### src/rtl/aso_pkg.sv
`timescale 1ns/1ps
package aso_pkg;
  typedef enum logic [1:0] {
    FMT_RJ   = 2'b00,
    FMT_LJ   = 2'b01,
    FMT_RST  = 2'b10,
    FMT_GATE = 2'b11
  } fmt_e;

  typedef enum logic [1:0] {
    LEN_16  = 2'b00,
    LEN_20  = 2'b01,
    LEN_24  = 2'b10,
    LEN_24X = 2'b11
  } len_e;
endpackage

### src/rtl/aso_timing.sv
`timescale 1ns/1ps
// Frame position counter {half, slot, phase}; reports next-cycle position.
module aso_timing #(
  parameter int SLOT_N   = 32,
  parameter int MCLK_DIV = 4,
  localparam int SLOT_W = $clog2(SLOT_N),
  localparam int DIV_W  = $clog2(MCLK_DIV),
  localparam int POS_W  = 1 + SLOT_W + DIV_W
) (
  input  logic              clk_i,
  input  logic              rst_ni,
  input  logic              stop_i,
  input  logic              slave_i,
  input  logic              wclk_i,
  output logic              frame_start_o,
  output logic              half_o,
  output logic [SLOT_W-1:0] slot_o,
  output logic [DIV_W-1:0]  phase_o
);
  logic [POS_W-1:0] pos_q, pos_nxt;
  logic [2:0]       sync_q;
  logic             rise;

  assign rise    = sync_q[1] & ~sync_q[2];
  assign pos_nxt = (slave_i && rise) ? '0 : pos_q + POS_W'(1);

  always_ff @(posedge clk_i or negedge rst_ni) begin
    if (!rst_ni) begin
      pos_q  <= '1;
      sync_q <= '0;
    end else begin
      sync_q <= {sync_q[1:0], wclk_i};
      // parked on last position so release starts a frame
      pos_q  <= stop_i ? '1 : pos_nxt;
    end
  end

  assign frame_start_o = !stop_i && (pos_nxt == '0);
  assign half_o        = pos_nxt[POS_W-1];
  assign slot_o        = pos_nxt[DIV_W +: SLOT_W];
  assign phase_o       = pos_nxt[DIV_W-1:0];
endmodule

### src/rtl/aso_err.sv
`timescale 1ns/1ps
module aso_err (
  input  logic clk_i,
  input  logic rst_ni,
  input  logic cause_i,
  input  logic hold_i,
  output logic err_o
);
  logic err_q;

  always_ff @(posedge clk_i or negedge rst_ni) begin
    if (!rst_ni) err_q <= 1'b0;
    else         err_q <= cause_i | (err_q & hold_i);
  end

  assign err_o = err_q;
endmodule

### src/rtl/aso_lane.sv
`timescale 1ns/1ps
// Selects the serial bit of one stereo pair for a given slot.
module aso_lane
  import aso_pkg::*;
#(
  parameter int SAMPLE_W = 24,
  parameter int SLOT_N   = 32,
  localparam int SLOT_W = $clog2(SLOT_N),
  localparam int IDX_W  = $clog2(SAMPLE_W)
) (
  input  fmt_e                fmt_i,
  input  logic                half_i,
  input  logic [SLOT_W-1:0]   slot_i,
  input  logic [SAMPLE_W-1:0] left_i,
  input  logic [SAMPLE_W-1:0] right_i,
  output logic                bit_o
);
  logic [SAMPLE_W-1:0] word;
  logic [IDX_W-1:0]    rj_idx, lj_idx;

  assign word   = half_i ? right_i : left_i;
  assign rj_idx = IDX_W'(SLOT_N - 1 - int'(slot_i));
  assign lj_idx = IDX_W'(SAMPLE_W - 1 - int'(slot_i));

  always_comb begin
    bit_o = 1'b0;
    case (fmt_i)
      FMT_RJ:   if (int'(slot_i) >= SLOT_N - SAMPLE_W) bit_o = word[rj_idx];
      FMT_LJ,
      FMT_GATE: if (int'(slot_i) < SAMPLE_W) bit_o = word[lj_idx];
      default:  bit_o = 1'b0;
    endcase
  end
endmodule

### src/rtl/aso_serial_out.sv
`timescale 1ns/1ps
module aso_serial_out
  import aso_pkg::*;
#(
  parameter int N_PAIR   = 4,
  parameter int SAMPLE_W = 24,
  parameter int SLOT_N   = 32,
  parameter int MCLK_DIV = 4,
  parameter int USER_W   = 4,
  localparam int N_CH   = 2 * N_PAIR,
  localparam int SLOT_W = $clog2(SLOT_N),
  localparam int DIV_W  = $clog2(MCLK_DIV)
) (
  input  logic                     clk_i,
  input  logic                     rst_ni,
  input  logic [1:0]               fmt_i,
  input  logic                     master_i,
  input  logic                     wclk_i,
  input  logic [1:0]               len_i,
  input  logic [N_CH*SAMPLE_W-1:0] ch_data_i,
  input  logic [USER_W-1:0]        user_i,
  input  logic                     mute_i,
  input  logic                     err_cause_i,
  input  logic                     hold_err_i,
  output logic                     bclk_o,
  output logic                     wclk_o,
  output logic                     wclk_oe_o,
  output logic [N_PAIR-1:0]        data_o,
  output logic [USER_W-1:0]        user_o,
  output logic                     err_o
);
  fmt_e fmt;
  logic stop;
  assign fmt  = fmt_e'(fmt_i);
  assign stop = (fmt == FMT_RST);

  logic              frame_start, half;
  logic [SLOT_W-1:0] slot;
  logic [DIV_W-1:0]  phase;

  aso_timing #(.SLOT_N(SLOT_N), .MCLK_DIV(MCLK_DIV)) u_timing (
    .clk_i         (clk_i),
    .rst_ni        (rst_ni),
    .stop_i        (stop),
    .slave_i       (!master_i),
    .wclk_i        (wclk_i),
    .frame_start_o (frame_start),
    .half_o        (half),
    .slot_o        (slot),
    .phase_o       (phase)
  );

  logic err_q;
  aso_err u_err (
    .clk_i   (clk_i),
    .rst_ni  (rst_ni),
    .cause_i (err_cause_i),
    .hold_i  (hold_err_i),
    .err_o   (err_q)
  );

  // per-channel capture, MSB-aligned into the word
  logic [N_CH*SAMPLE_W-1:0] word_d;
  for (genvar c = 0; c < N_CH; c++) begin : g_ch
    logic [SAMPLE_W-1:0] lane_in, placed, word_q;
    assign lane_in = ch_data_i[c*SAMPLE_W +: SAMPLE_W];
    always_comb begin
      case (len_e'(len_i))
        LEN_16:  placed = lane_in << (SAMPLE_W - 16);
        LEN_20:  placed = lane_in << (SAMPLE_W - 20);
        default: placed = lane_in;
      endcase
    end
    assign word_d[c*SAMPLE_W +: SAMPLE_W] = frame_start ? placed : word_q;
    always_ff @(posedge clk_i or negedge rst_ni) begin
      if (!rst_ni) word_q <= '0;
      else         word_q <= word_d[c*SAMPLE_W +: SAMPLE_W];
    end
  end

  logic [N_PAIR-1:0] lane_bit;
  for (genvar p = 0; p < N_PAIR; p++) begin : g_pair
    aso_lane #(.SAMPLE_W(SAMPLE_W), .SLOT_N(SLOT_N)) u_lane (
      .fmt_i   (fmt),
      .half_i  (half),
      .slot_i  (slot),
      .left_i  (word_d[(2*p)*SAMPLE_W +: SAMPLE_W]),
      .right_i (word_d[(2*p+1)*SAMPLE_W +: SAMPLE_W]),
      .bit_o   (lane_bit[p])
    );
  end

  logic [USER_W-1:0] user_q, user_d;
  assign user_d = frame_start ? user_i : user_q;

  logic phase_hi, bclk_d;
  assign phase_hi = (phase >= DIV_W'(MCLK_DIV / 2));

  always_comb begin
    case (fmt)
      FMT_RJ:   bclk_d = phase_hi;
      FMT_LJ:   bclk_d = !phase_hi;
      FMT_GATE: bclk_d = !phase_hi && (int'(slot) < SAMPLE_W);
      default:  bclk_d = 1'b0;
    endcase
  end

  logic              bclk_q, wclk_q, oe_q;
  logic [N_PAIR-1:0] data_q;
  logic [USER_W-1:0] user_o_q;

  always_ff @(posedge clk_i or negedge rst_ni) begin
    if (!rst_ni) begin
      user_q   <= '0;
      user_o_q <= '0;
      bclk_q   <= 1'b0;
      wclk_q   <= 1'b0;
      oe_q     <= 1'b0;
      data_q   <= '0;
    end else begin
      user_q   <= user_d;
      user_o_q <= stop ? '0 : user_d;
      bclk_q   <= bclk_d;
      wclk_q   <= stop ? 1'b0 : !half;
      oe_q     <= master_i;
      data_q   <= (mute_i || err_q || stop) ? '0 : lane_bit;
    end
  end

  assign bclk_o    = bclk_q;
  assign wclk_o    = wclk_q;
  assign wclk_oe_o = oe_q;
  assign data_o    = data_q;
  assign user_o    = user_o_q;
  assign err_o     = err_q;
endmodule

### config.mk
export PLATFORM = sky130hd
export DESIGN_NAME = aso_serial_out
export DESIGN_NICKNAME = d
export VERILOG_FILES = /design/src/rtl/aso_pkg.sv /design/src/rtl/aso_timing.sv /design/src/rtl/aso_err.sv /design/src/rtl/aso_lane.sv /design/src/rtl/aso_serial_out.sv
export SDC_FILE = /design/constraint.sdc
export NUM_CORES = 1
export LEC_CHECK = 0
export BUFFER_PORTS_ARGS = -buffer_cell sky130_fd_sc_hd__buf_2
export CAP_MARGIN = 20
export CELL_PAD_IN_SITES_DETAIL_PLACEMENT = 1
export CELL_PAD_IN_SITES_GLOBAL_PLACEMENT = 1
export CORE_MARGIN = 2
export CORE_UTILIZATION = 40
export DETAILED_ROUTE_END_ITERATION = 7
export GPL_TIMING_DRIVEN = 0
export PLACE_DENSITY = 0.73
export SETUP_SLACK_MARGIN = 0.2
export SLEW_MARGIN = 10
export SYNTH_ARGS = -nofsm -noshare
export SYNTH_HDL_FRONTEND = slang
export SYNTH_SLANG_ARGS = --single-unit
### constraint.sdc
create_clock -name clk_i -period 3.6 [get_ports clk_i]
set_clock_uncertainty 0.05 [all_clocks]
set_input_delay 0.54 -clock clk_i [delete_from_list [all_inputs] [get_ports clk_i]]
set_output_delay 0.54 -clock clk_i [all_outputs]
set_load 0.05 [all_outputs]
==> reports/metrics.csv, run 1 <==
stage,metric,value,unit
yosys,Mapped Cells,1608,
placed_design,IO buf count,218,
floorplan,die footprint,0.0345,mm^2
sta,fin crit share,98.7,%
power_and_ir_drop,leakage,7.90,nW
cells_and_area,share of cells above drive strength 1,23.3,%
floorplan,Starting Density,40.6,%
route,via count,14200,
critical_path,CP most frequent cell,buf_2,
route,routed wire length,66100,um
floorplan,DIE WIDTH,186,um
yosys,Yosys warning total,0,
placed_design,placed cells,2271,
sta,"Setup violations, final",0,
global_routing,gr usage total,38.4,%
flow_run,Maximum Capacitance Violations,0,
route,initial DRC count,1343,
sta,Max Clk Rate,282,MHz
route,via density per instance,6.10,
floorplan,I/O pins,219,
clock_network,clock root buffer,clkbuf_16,
yosys,main flop type after synthesis,dfrtp_1,
run_status,outcome,"finished, final reports clean",
yosys,Unique masters post-synth,67,
cells_and_area,post-route insts no fill,2336,
min_path,worst hold path class,in2reg,
clock_network,clock-pin slew on the worst setup and hold paths,60,ps
clock_network,total number of H-tree levels,1,
clock_network,clk buf depth,3,
cells_and_area,Layout Nets,2086,
global_routing,first-pass GRT wire length,95100,um
cells_and_area,diode count,0,
critical_path,CP max stage delay,850,ps
clock_network,number of clock sinks,219,
sta,Worst Tran Pin Value,1060,ps
sta,final hold vios,0,
yosys,synth cell count leaders,"nand2_1 (322), dfrtp_1 (211), nor2_1 (189)",
route,Detail Route Antenna Nets,0,
yosys,average size of a mapped cell,8.21,um^2
global_routing,grt total ovfl,0,
yosys,Synth Net Count,1819,
placed_design,dpl cell area,0.0149,mm^2
sta,Final Max Slew Viols,0,
route,Detailed Routing Iterations Pass 1,5,
cells_and_area,fin area,0.0163,mm^2
yosys,synthesized cell area,0.0132,mm^2
route,drt wl/cell,28.3,um
clock_network,TritonCTS clock tree,done,
clock_network,TritonCTS buffer count,27,
yosys,Async SR Flop Fraction,100,%
critical_path,crit-path leading delay family,buffers and inverters,
sta,Slew HR,29.3,%
clock_network,Skew-Pair Late Insertion Delay,540,ps
global_routing,vias in the first global route,14300,
placed_design,GP Congestion,0.968,
sta,RSZ-0062 raised after global routing,true,
min_path,Hold Path Stages,1,
critical_path,flop2flop setup slack,100,ps
critical_path,slowest CP cell,nor2b_1,
global_routing,largest net degree at the start of global routing,83,
global_routing,initial antenna violation count,0,
critical_path,WP data arrival,3960,ps
yosys,most numerous cell in the Yosys netlist,nand2_1,
power_and_ir_drop,Power per Cell Area,777,mW/mm^2
floorplan,# rows,66,
route,DRC,0,
sta,post-route minimum period,3550,ps
critical_path,"critical path, cell by cell",buf_2 -> buf_2 -> nor2b_1 -> clkbuf_1 -> a22oi_1 -> nor2_1 -> a21oi_1 -> a221oi_2 -> o221ai_1 -> a22o_1 -> nand3_1,
critical_path,Buf/Inv on CP,3,
critical_path,WP depth,11,
cells_and_area,Synth-to-Final Area Change,23.8,%
critical_path,reg2reg path depth,12,
power_and_ir_drop,Peak supply drop,0.340,mV
yosys,#FFs+latches synth,219,
critical_path,WS Path Type,in2reg,
critical_path,Worst Path Max Fanout,10,
yosys,post-synthesis sequential area ratio,41.6,%
floorplan,total core area,0.0325,mm^2
yosys,share of the synthesized area in the top cell type,40.0,%
critical_path,Critical Path Sink Type,flop,
floorplan,die height,186,um
yosys,"EDFF count, synth",0,
yosys,"area leader, netlist",dfrtp_1,
critical_path,Worst Path Required,4010,ps
placed_design,Post-DP HPWL,49500,um
critical_path,Worst setup SP type,input port,
yosys,top post-synthesis cells by area,"dfrtp_1 (40%), mux2i_1 (12%), nand2_1 (9.2%)",
[sequential cells by signal (all words and copies together), names as in the netlist]
name	cells
u_timing.pos_q	8
u_err.err_o	1
g_ch.word_q	192
u_timing.sync_q	3
user_q	4
wclk_o	1
bclk_o	1
user_o	4
wclk_oe_o	1
data_o	4
[placed cells by master (no fill, tap or decap), types with 15 or more instances in the layout]
master / instances
buf_2: 239
nand3_1: 44
a21oi_1: 145
nand2_1: 318
a221oi_1: 28
mux2i_1: 161
clkbuf_1: 45
o211ai_1: 15
dfrtp_1: 211
nor2_1: 184
clkbuf_2: 25
clkbuf_16: 27
buf_4: 33
o21ai_0: 156
[final timing paths]
| kind | start | to |
|---|---|---|
| max reg2reg | u_timing.pos_q[1] | data_o[1] |
| min | wclk_i | u_timing.sync_q[0] |
| max | len_i[0] | data_o[0] |
| min in group asynchronous | rst_ni | wclk_oe_o |
| max in group asynchronous | rst_ni | g_ch[7].word_q[12] |
| min reg2reg | u_timing.sync_q[0] | u_timing.sync_q[1] |
[final cells by class]
class,instances,area (um^2)
fillers,4054,16200
multi-input cells,1250,7350
flip-flops and latches,219,5490
repair buffers,241,1330
clock buffers,40,764
plain buffers,123,704
well taps,442,553
clock inverters,8,92.6
inverters,13,53.8
[metal layers]
layer	global-route usage, %	up-vias	share of wire (%)
met1	53.7	7195	44
li1	-	6182	-
met2	59.4	714	44
met3	7.04	158	8.2
met5	0	-	0
met4	13.9	0	4.0
[worst reg2reg max path, stage by stage (launching register included)]
cell      delay (ps)
dfstp_2          590
buf_4            130
nand4_1          110
or4_4            470
and2_1           180
buf_4            170
clkbuf_2         220
nand3_1          310
o21ai_0          250
o31ai_2          380
nor2_1            90
a311oi_1         280
o22ai_1          120
[repair_timing]
action,4_1_cts,5_1_grt
hold endpoints to repair,52,0
buffers inserted,14,5
hold buffers,1,0
resized for setup,96,56
setup endpoints to repair,162,156
pin swaps,17,6
[where the power goes]
part	total [mW]	internal (mW)	switching, mW
Clock	2.73	1.60	1.13
Combinational	5.93	1.87	4.06
Sequential	4.03	3.47	0.567
Total	12.7	6.94	5.76
[cells by family after synthesis]
family,share of synthesized area (%)
fa+ha+maj,0.379
buf+inv,4.67
mux,13.2
compound gates,19.7
simple gates,19.9
flops,41.6
xor+xnor,0.465
[metrics by stage]
stage	power [mW]	TNS (ps)	worst slack, ps	hold WS, ps	utilization, %
4_1_cts	12.3	0	88.8	38.5	49.6
5_1_grt	13.2	0	26.6	39.5	50.2
6_report	12.7	0	47.9	50.7	50.2
3_5_place_dp	9.23	-139030	-1440	296	45.9
3_3_place_gp	9.03	-586190	-2180	282	45.6
2_1_floorplan	6.89	0	283	194	-
Power figures use the tool's default switching activity.
==> inputs of run 2 (changes only) <==
CORE_ASPECT_RATIO = 1.5   (was default)
==> run 2 against run 1 <==
Net effect: setup slack worse by 19 ps; cell count down 0.77%; via count fell by 0.40%; worst hold slack worse by 5.8 ps; critical path type is now reg2reg; count of clock-buffer cells in the layout shrank 4.
==> reports/metrics.csv, run 2 (synthesized netlist as in run 1, its figures left out) <==
stage,metric,value,unit,change
run_status,outcome,"finished, final reports clean",,unchanged
critical_path,Worst setup SP type,flop,,was input port
sta,post-route minimum period,3570,ps,was 3550 ps
cells_and_area,Synth-to-Final Area Change,25.1,%,was 23.8%
floorplan,die height,226,um,was 186 um
critical_path,RR Startpoint,u_timing.pos_q[1],,unchanged
critical_path,Worst Path Max Fanout,5,,was 10
power_and_ir_drop,leakage,7.99,nW,was 7.90 nW
sta,Max Clk Rate,280,MHz,was 282 MHz
cells_and_area,Largest regs,"g_ch.word_q x192, u_timing.pos_q x8",,unchanged
clock_network,TritonCTS buffer count,25,,was 27
clock_network,clock root buffer,clkbuf_16,,unchanged
sta,setup TNS,0,ps,unchanged
min_path,Hold Path Stages,1,,unchanged
min_path,worst hold path class,in2reg,,unchanged
cells_and_area,fin area,0.0165,mm^2,was 0.0163 mm^2
sta,Hold Slack,45.0,ps,was 50.7 ps
floorplan,Starting Density,40.6,%,about the same
flow_run,Maximum Capacitance Violations,0,,unchanged
cells_and_area,diode count,0,,unchanged
route,routed wire length,68000,um,was 66100 um
power_and_ir_drop,Pwr Total,13.0,mW,was 12.7 mW
critical_path,Critical Path Sink Type,flop,,unchanged
clock_network,clock-pin slew on the worst setup and hold paths,70,ps,was 60 ps
clock_network,total number of H-tree levels,1,,unchanged
placed_design,Post-DP HPWL,50700,um,was 49500 um
min_path,worst hold start,wclk_i,,unchanged
sta,Final Max Slew Viols,0,,unchanged
critical_path,reg2reg path depth,12,,unchanged
global_routing,largest net degree at the start of global routing,86,,was 83
clock_network,Skew-Pair Late Insertion Delay,560,ps,was 540 ps
clock_network,clk buf depth,3,,unchanged
cells_and_area,max reg flops,192,,unchanged
placed_design,GP Congestion,0.960,,was 0.968
floorplan,I/O pins,219,,unchanged
cells_and_area,Layout Nets,2095,,was 2086
critical_path,CP max stage delay,580,ps,was 850 ps
global_routing,vias in the first global route,14900,,was 14300
sta,Slew HR,29.3,%,about the same
critical_path,CP most frequent cell,buf_4,,was buf_2
floorplan,total core area,0.0325,mm^2,about the same
sta,fin crit share,99.2,%,was 98.7%
critical_path,CP Launch Point,u_timing.pos_q[1],,was len_i[0]
clock_network,number of clock sinks,219,,unchanged
placed_design,dpl cell area,0.0149,mm^2,about the same
power_and_ir_drop,Power per Cell Area,789,mW/mm^2,was 777 mW/mm^2
global_routing,grt total ovfl,0,,unchanged
route,DRC,0,,unchanged
sta,final hold vios,0,,unchanged
floorplan,DIE WIDTH,152,um,was 186 um
power_and_ir_drop,Peak supply drop,0.457,mV,was 0.340 mV
critical_path,RR Endpoint,data_o[1],,unchanged
critical_path,WS Path Type,reg2reg,,was in2reg
critical_path,crit-path leading delay family,compound AO/OA/AOI/OAI gates,,was buffers and inverters
route,initial DRC count,1067,,was 1343
placed_design,dpl ws,-1360,ps,was -1440 ps
cells_and_area,share of cells above drive strength 1,23.9,%,was 23.3%
placed_design,IO buf count,218,,unchanged
route,drt wl/cell,29.3,um,was 28.3 um
global_routing,gr usage total,38.7,%,was 38.4%
critical_path,WP data arrival,3940,ps,was 3960 ps
route,Detailed Routing Iterations Pass 1,5,,unchanged
min_path,Worst Hold End,u_timing.sync_q[0],,unchanged
floorplan,# rows,81,,was 66
route,via density per instance,6.12,,was 6.10
critical_path,"critical path, cell by cell",buf_4 -> nand4_1 -> o211ai_1 -> buf_4 -> nand2_4 -> nor3_4 -> mux2_4 -> a221o_1 -> a32oi_2 -> nor3_2 -> a311oi_1 -> o22ai_1,,was buf_2 -> buf_2 -> nor2b_1 -> clkbuf_1 -> a22oi_1 -> nor2_1 -> a21oi_1 -> a221oi_2 -> o221ai_1 -> a22o_1 -> nand3_1
floorplan,die footprint,0.0345,mm^2,about the same
cells_and_area,"commonest cells after routing, fill and taps aside","nand2_1 (319), buf_2 (241), dfrtp_1 (211), nor2_1 (184), mux2i_1 (162)",,"was nand2_1 (318), buf_2 (239), dfrtp_1 (211), nor2_1 (184), mux2i_1 (161)"
global_routing,first-pass GRT wire length,98600,um,was 95100 um
critical_path,Worst Path Required,3970,ps,was 4010 ps
sta,Worst Tran Pin Value,1060,ps,about the same
global_routing,initial antenna violation count,2,,was 0
route,Detail Route Antenna Nets,0,,unchanged
critical_path,slowest CP cell,dfstp_2,,was nor2b_1
sta,RSZ-0062 raised after global routing,true,,unchanged
cells_and_area,"commonest non-fill, non-tap cell in the layout",nand2_1,,unchanged
clock_network,TritonCTS clock tree,done,,unchanged
sta,"Setup violations, final",0,,unchanged
critical_path,flop2flop setup slack,30,ps,was 100 ps
route,via count,14200,,about the same
sta,post-route worst setup slack,28.9,ps,was 47.9 ps
critical_path,Buf/Inv on CP,2,,was 3
cells_and_area,register with the most flip-flops,g_ch.word_q,,unchanged
## run 2: how the worst max path moves through the flow
stage / end / slack (ps) / cells past startpoint
floorplan: data_o[3] / 280 / 11
global placement: g_ch[7].word_q[12] / -2250 / 1
detailed placement: data_o[3] / -1360 / 11
CTS: data_o[3] / 140 / 10
global route: data_o[1] / -70 / 12
finish: data_o[1] / 30 / 12
## run 2: per-layer routing
| metal | vias up | GRT usage, % | routed length, um |
|---|---|---|---|
| li1 | 6204 | - | - |
| met4 | 2 | 17.3 | 3410 |
| met2 | 634 | 67.2 | 33100 |
| met3 | 163 | 4.72 | 4090 |
| met5 | - | 0 | 14 |
| met1 | 7189 | 48.5 | 27300 |
## run 2: worst register-to-register path: cells and delay by family, from the launching register on
kind                   cells  cell delay (ps)
multiplexers               1              360
flip-flops                 1              580
AND/OR/NAND/NOR            4              740
AO/OA/AOI/OAI              5             1400
buffers and inverters      2              310
## run 2: through the flow
step,util [%],instances
finish,50.7,2318
global route,50.7,2318
CTS,50.0,2311
detailed placement,45.8,2244
global placement,45.5,2241
floorplan,-,1608
## run 2: repair_timing
item                       CTS  global route
pin swaps                   21            24
resized for setup           99            51
hold endpoints to repair    52             0
buffers inserted            22             7
setup endpoints to repair  163           153
hold buffers                 1             0
## run 2: final cells by class
class	instances	area [um^2]
inverter	13	61.3
multi-input combinational	1250	7400
clock buffer	36	737
fill	3948	16000
clock inverter	10	160
tap	415	519
sequential	219	5490
buffer	124	709
timing repair buffer	251	1430
## run 2: report_power, final
part | leakage [nW] | internal, mW | switching (mW) | total (mW)
Sequential | 2.86 | 3.47 | 0.577 | 4.04
Combinational | 4.68 | 1.96 | 4.16 | 6.12
Clock | 0.441 | 1.71 | 1.16 | 2.87
Total | 7.99 | 7.13 | 5.90 | 13.0
==> inputs of run 3 (changes only) <==
ABC_AREA = 1   (was default)
PLACE_DENSITY = 0.75   (was 0.73)
REMOVE_ABC_BUFFERS = 1   (was default)
==> run 3 against run 2 <==
Net effect: count of clock-buffer cells in the layout grew 4; core utilization fell by 1.3 points; cell area decreased by 0.67%; die area grew 1.3%; area after synthesis grew 1.3%; register-to-register slack gained 320 ps; largest cell class unchanged.
==> reports/metrics.csv, run 3 <==
stage,metric,value,unit,change
route,via density per instance,5.79,,was 6.12
critical_path,WS Path Type,reg2reg,,unchanged
critical_path,Worst Path Required,3960,ps,was 3970 ps
critical_path,CP max stage delay,570,ps,was 580 ps
critical_path,reg2reg path depth,20,,was 12
global_routing,grt total ovfl,0,,unchanged
route,routed wire length,56000,um,was 68000 um
critical_path,Critical Path Sink Type,flop,,unchanged
critical_path,CP most frequent cell,nand2_1,,was buf_4
route,drt wl/cell,22.2,um,was 29.3 um
floorplan,die footprint,0.0349,mm^2,was 0.0345 mm^2
global_routing,initial antenna violation count,0,,was 2
route,via count,14600,,was 14200
floorplan,DIE WIDTH,153,um,was 152 um
sta,Max Clk Rate,308,MHz,was 280 MHz
sta,Final Max Slew Viols,0,,unchanged
cells_and_area,max reg flops,192,,unchanged
route,initial DRC count,870,,was 1067
clock_network,total number of H-tree levels,1,,unchanged
power_and_ir_drop,Power per Cell Area,733,mW/mm^2,was 789 mW/mm^2
floorplan,I/O pins,219,,unchanged
sta,Worst Tran Pin Value,776,ps,was 1060 ps
cells_and_area,Layout Nets,2305,,was 2095
cells_and_area,Largest regs,"g_ch.word_q x192, u_timing.pos_q x8",,unchanged
sta,post-route worst setup slack,350,ps,was 28.9 ps
sta,post-route minimum period,3250,ps,was 3570 ps
sta,RSZ-0062 raised after global routing,false,,was true
route,met1 wire length,22400,um,was 27300 um
route,max layer used,met4,,was met5
yosys,Mapped Cells,1931,,was 1608
clock_network,clock root buffer,clkbuf_16,,unchanged
route,met2 wire length,29000,um,was 33100 um
critical_path,RR Endpoint,data_o[2],,was data_o[1]
placed_design,dpl ws,-1910,ps,was -1360 ps
floorplan,# rows,82,,was 81
yosys,Yosys warning total,0,,unchanged
yosys,share of the synthesized area in the top cell type,39.5,%,was 40.0%
global_routing,gr usage total,31.0,%,was 38.7%
yosys,"area leader, netlist",dfrtp_1,,unchanged
yosys,Async SR Flop Fraction,100,%,unchanged
cells_and_area,"commonest non-fill, non-tap cell in the layout",nand2_1,,unchanged
placed_design,IO buf count,218,,unchanged
critical_path,flop2flop setup slack,350,ps,was 30 ps
sta,Slew HR,48.1,%,was 29.3%
clock_network,TritonCTS clock tree,done,,unchanged
route,WL met3,2330,um,was 4090 um
yosys,post-synthesis sequential area ratio,41.1,%,was 41.6%
clock_network,Skew-Pair Late Insertion Delay,530,ps,was 560 ps
clock_network,number of clock sinks,219,,unchanged
critical_path,Worst setup SP type,flop,,unchanged
yosys,synthesized cell area,0.0134,mm^2,was 0.0132 mm^2
placed_design,GP Congestion,0.815,,was 0.960
yosys,synth cell count leaders,"nand2_1 (542), inv_1 (213), dfrtp_1 (211)",,"was nand2_1 (322), dfrtp_1 (211), nor2_1 (189)"
yosys,main flop type after synthesis,dfrtp_1,,unchanged
cells_and_area,share of cells above drive strength 1,17.6,%,was 23.9%
cells_and_area,register with the most flip-flops,g_ch.word_q,,unchanged
yosys,Unique masters post-synth,39,,was 67
route,Detail Route Antenna Nets,0,,unchanged
sta,fin crit share,90.3,%,was 99.2%
critical_path,WP data arrival,3610,ps,was 3940 ps
min_path,worst hold path class,in2reg,,unchanged
critical_path,slowest CP cell,dfstp_2,,unchanged
yosys,top post-synthesis cells by area,"dfrtp_1 (39%), nand2_1 (15%), nand3_1 (6.4%)",,"was dfrtp_1 (40%), mux2i_1 (12%), nand2_1 (9.2%)"
yosys,"EDFF count, synth",0,,unchanged
power_and_ir_drop,leakage,8.41,nW,was 7.99 nW
floorplan,Starting Density,40.3,%,was 40.6%
critical_path,"critical path, cell by cell",inv_1 -> nor2_4 -> nand2_2 -> nand3_4 -> nand2_8 -> nor2_4 -> buf_12 -> nand3_4 -> buf_4 -> buf_16 -> nand2_1 -> o21ai_1 -> o21ai_0 -> nand2_1 -> nor2_2 -> nand2_1 -> nand3_1 -> nand2_1 -> nand3_1 -> a21oi_1,,was buf_4 -> nand4_1 -> o211ai_1 -> buf_4 -> nand2_4 -> nor3_4 -> mux2_4 -> a221o_1 -> a32oi_2 -> nor3_2 -> a311oi_1 -> o22ai_1
power_and_ir_drop,Pwr Total,12.0,mW,was 13.0 mW
cells_and_area,Synth-to-Final Area Change,22.7,%,was 25.1%
clock_network,clk buf depth,3,,unchanged
power_and_ir_drop,Peak supply drop,0.339,mV,was 0.457 mV
run_status,outcome,"finished, final reports clean",,unchanged
critical_path,Worst Path Max Fanout,35,,was 5
sta,final hold vios,0,,unchanged
placed_design,Post-DP HPWL,32000,um,was 50700 um
global_routing,vias in the first global route,15400,,was 14900
flow_run,Maximum Capacitance Violations,0,,unchanged
global_routing,first-pass GRT wire length,86100,um,was 98600 um
route,DRC,0,,unchanged
sta,"Setup violations, final",0,,unchanged
min_path,Worst Hold End,u_timing.sync_q[0],,unchanged
yosys,#FFs+latches synth,219,,unchanged
cells_and_area,"commonest cells after routing, fill and taps aside","nand2_1 (534), buf_2 (216), dfrtp_1 (211), inv_1 (210), nand3_1 (161)",,"was nand2_1 (319), buf_2 (241), dfrtp_1 (211), nor2_1 (184), mux2i_1 (162)"
global_routing,largest net degree at the start of global routing,101,,was 86
floorplan,die height,228,um,was 226 um
min_path,worst hold start,wclk_i,,unchanged
route,Detailed Routing Iterations Pass 1,4,,was 5
floorplan,total core area,0.0331,mm^2,was 0.0325 mm^2
critical_path,RR Startpoint,u_timing.pos_q[0],,was u_timing.pos_q[1]
clock_network,clock-pin slew on the worst setup and hold paths,60,ps,was 70 ps
cells_and_area,diode count,0,,unchanged
sta,Hold Slack,90.5,ps,was 45.0 ps
yosys,average size of a mapped cell,6.92,um^2,was 8.21 um^2
min_path,Hold Path Stages,1,,unchanged
clock_network,TritonCTS buffer count,24,,was 25
yosys,most numerous cell in the Yosys netlist,nand2_1,,unchanged
[run 3: changes by cell type in the layout (fill, tap and decap cells not counted), sizes merged, moves of 15 or more]
cell,before,now
a21oi,150,133
nor2,189,120
o21ai,163,123
mux2i,162,0
nor3,16,1
a221oi,32,6
nand3,47,181
clkbuf,108,43
inv,14,220
o22ai,5,102
nand2,324,545
buf,301,260
nand4,3,67
o221ai,7,22
[run 3: cells by family (layout without fill, tap and decap cells)]
kind of cell / after synthesis / after routing / share of synthesized area [%]
adder cells (fa/ha/maj): 4 / 4 / 0.374
AND/OR/NAND/NOR: 937 / 942 / 30.2
AO/OA/AOI/OAI: 409 / 409 / 17.5
flip-flops: 219 / 219 / 41.1
buffers and inverters: 362 / 534 / 10.8
[run 3: metal layers]
metal,global-route usage (%),vias up
met5,0,-
met4,12.5,0
met3,2.62,140
met2,55.7,415
met1,38.2,7330
li1,-,6747
[run 3: area by class of cell]
type | instances | area, um^2
fill | 4300 | 16700
multi-input combinational | 1355 | 6690
sequential | 219 | 5490
timing repair buffer | 271 | 2080
inverter | 220 | 888
clock buffer | 40 | 702
tap | 420 | 526
timing repair inverter | 3 | 25.0
[run 3: worst max path at each step]
| stage | to | from | slack (ps) |
|---|---|---|---|
| after floorplan | data_o[3] | u_timing.pos_q[2] | -3910 |
| after global placement | data_o[3] | master_i | -9110 |
| after detailed placement | data_o[3] | master_i | -1910 |
| after CTS | data_o[3] | len_i[1] | 230 |
| after global routing | data_o[0] | u_timing.pos_q[0] | 210 |
| final | data_o[2] | u_timing.pos_q[0] | 350 |
[run 3: stage by stage]
stage / setup TNS, ps / cells / utilization (%) / area, um^2
floorplan: -530210 / 1789 / - / 12700
CTS: 0 / 2520 / 48.8 / 16200
detailed placement: -149490 / 2443 / 44.8 / 14800
finish: 0 / 2528 / 49.5 / 16400
global route: 0 / 2528 / 49.5 / 16400
global placement: -1945460 / 2427 / 43.3 / 14400
[run 3: power by group]
part | internal [mW] | switching [mW] | total, mW
Combinational | 1.89 | 3.86 | 5.75
Clock | 1.31 | 1.04 | 2.35
Sequential | 3.52 | 0.397 | 3.92
[run 3: timing repair]
item,4_1_cts,5_1_grt
gates cloned,15,4
gates resized for setup,34,28
hold buffers,1,0
setup buffers,21,4
pin swaps,13,7
endpoints found under the setup margin,204,4
hold endpoints to repair,51,0
[run 3: worst max-delay path: cells and delay by family (launching register included)]
kind | cells | cell delay, ps
flip-flops | 1 | 570
buffers and inverters | 4 | 610
AO/OA/AOI/OAI | 3 | 360
AND/OR/NAND/NOR | 13 | 1490
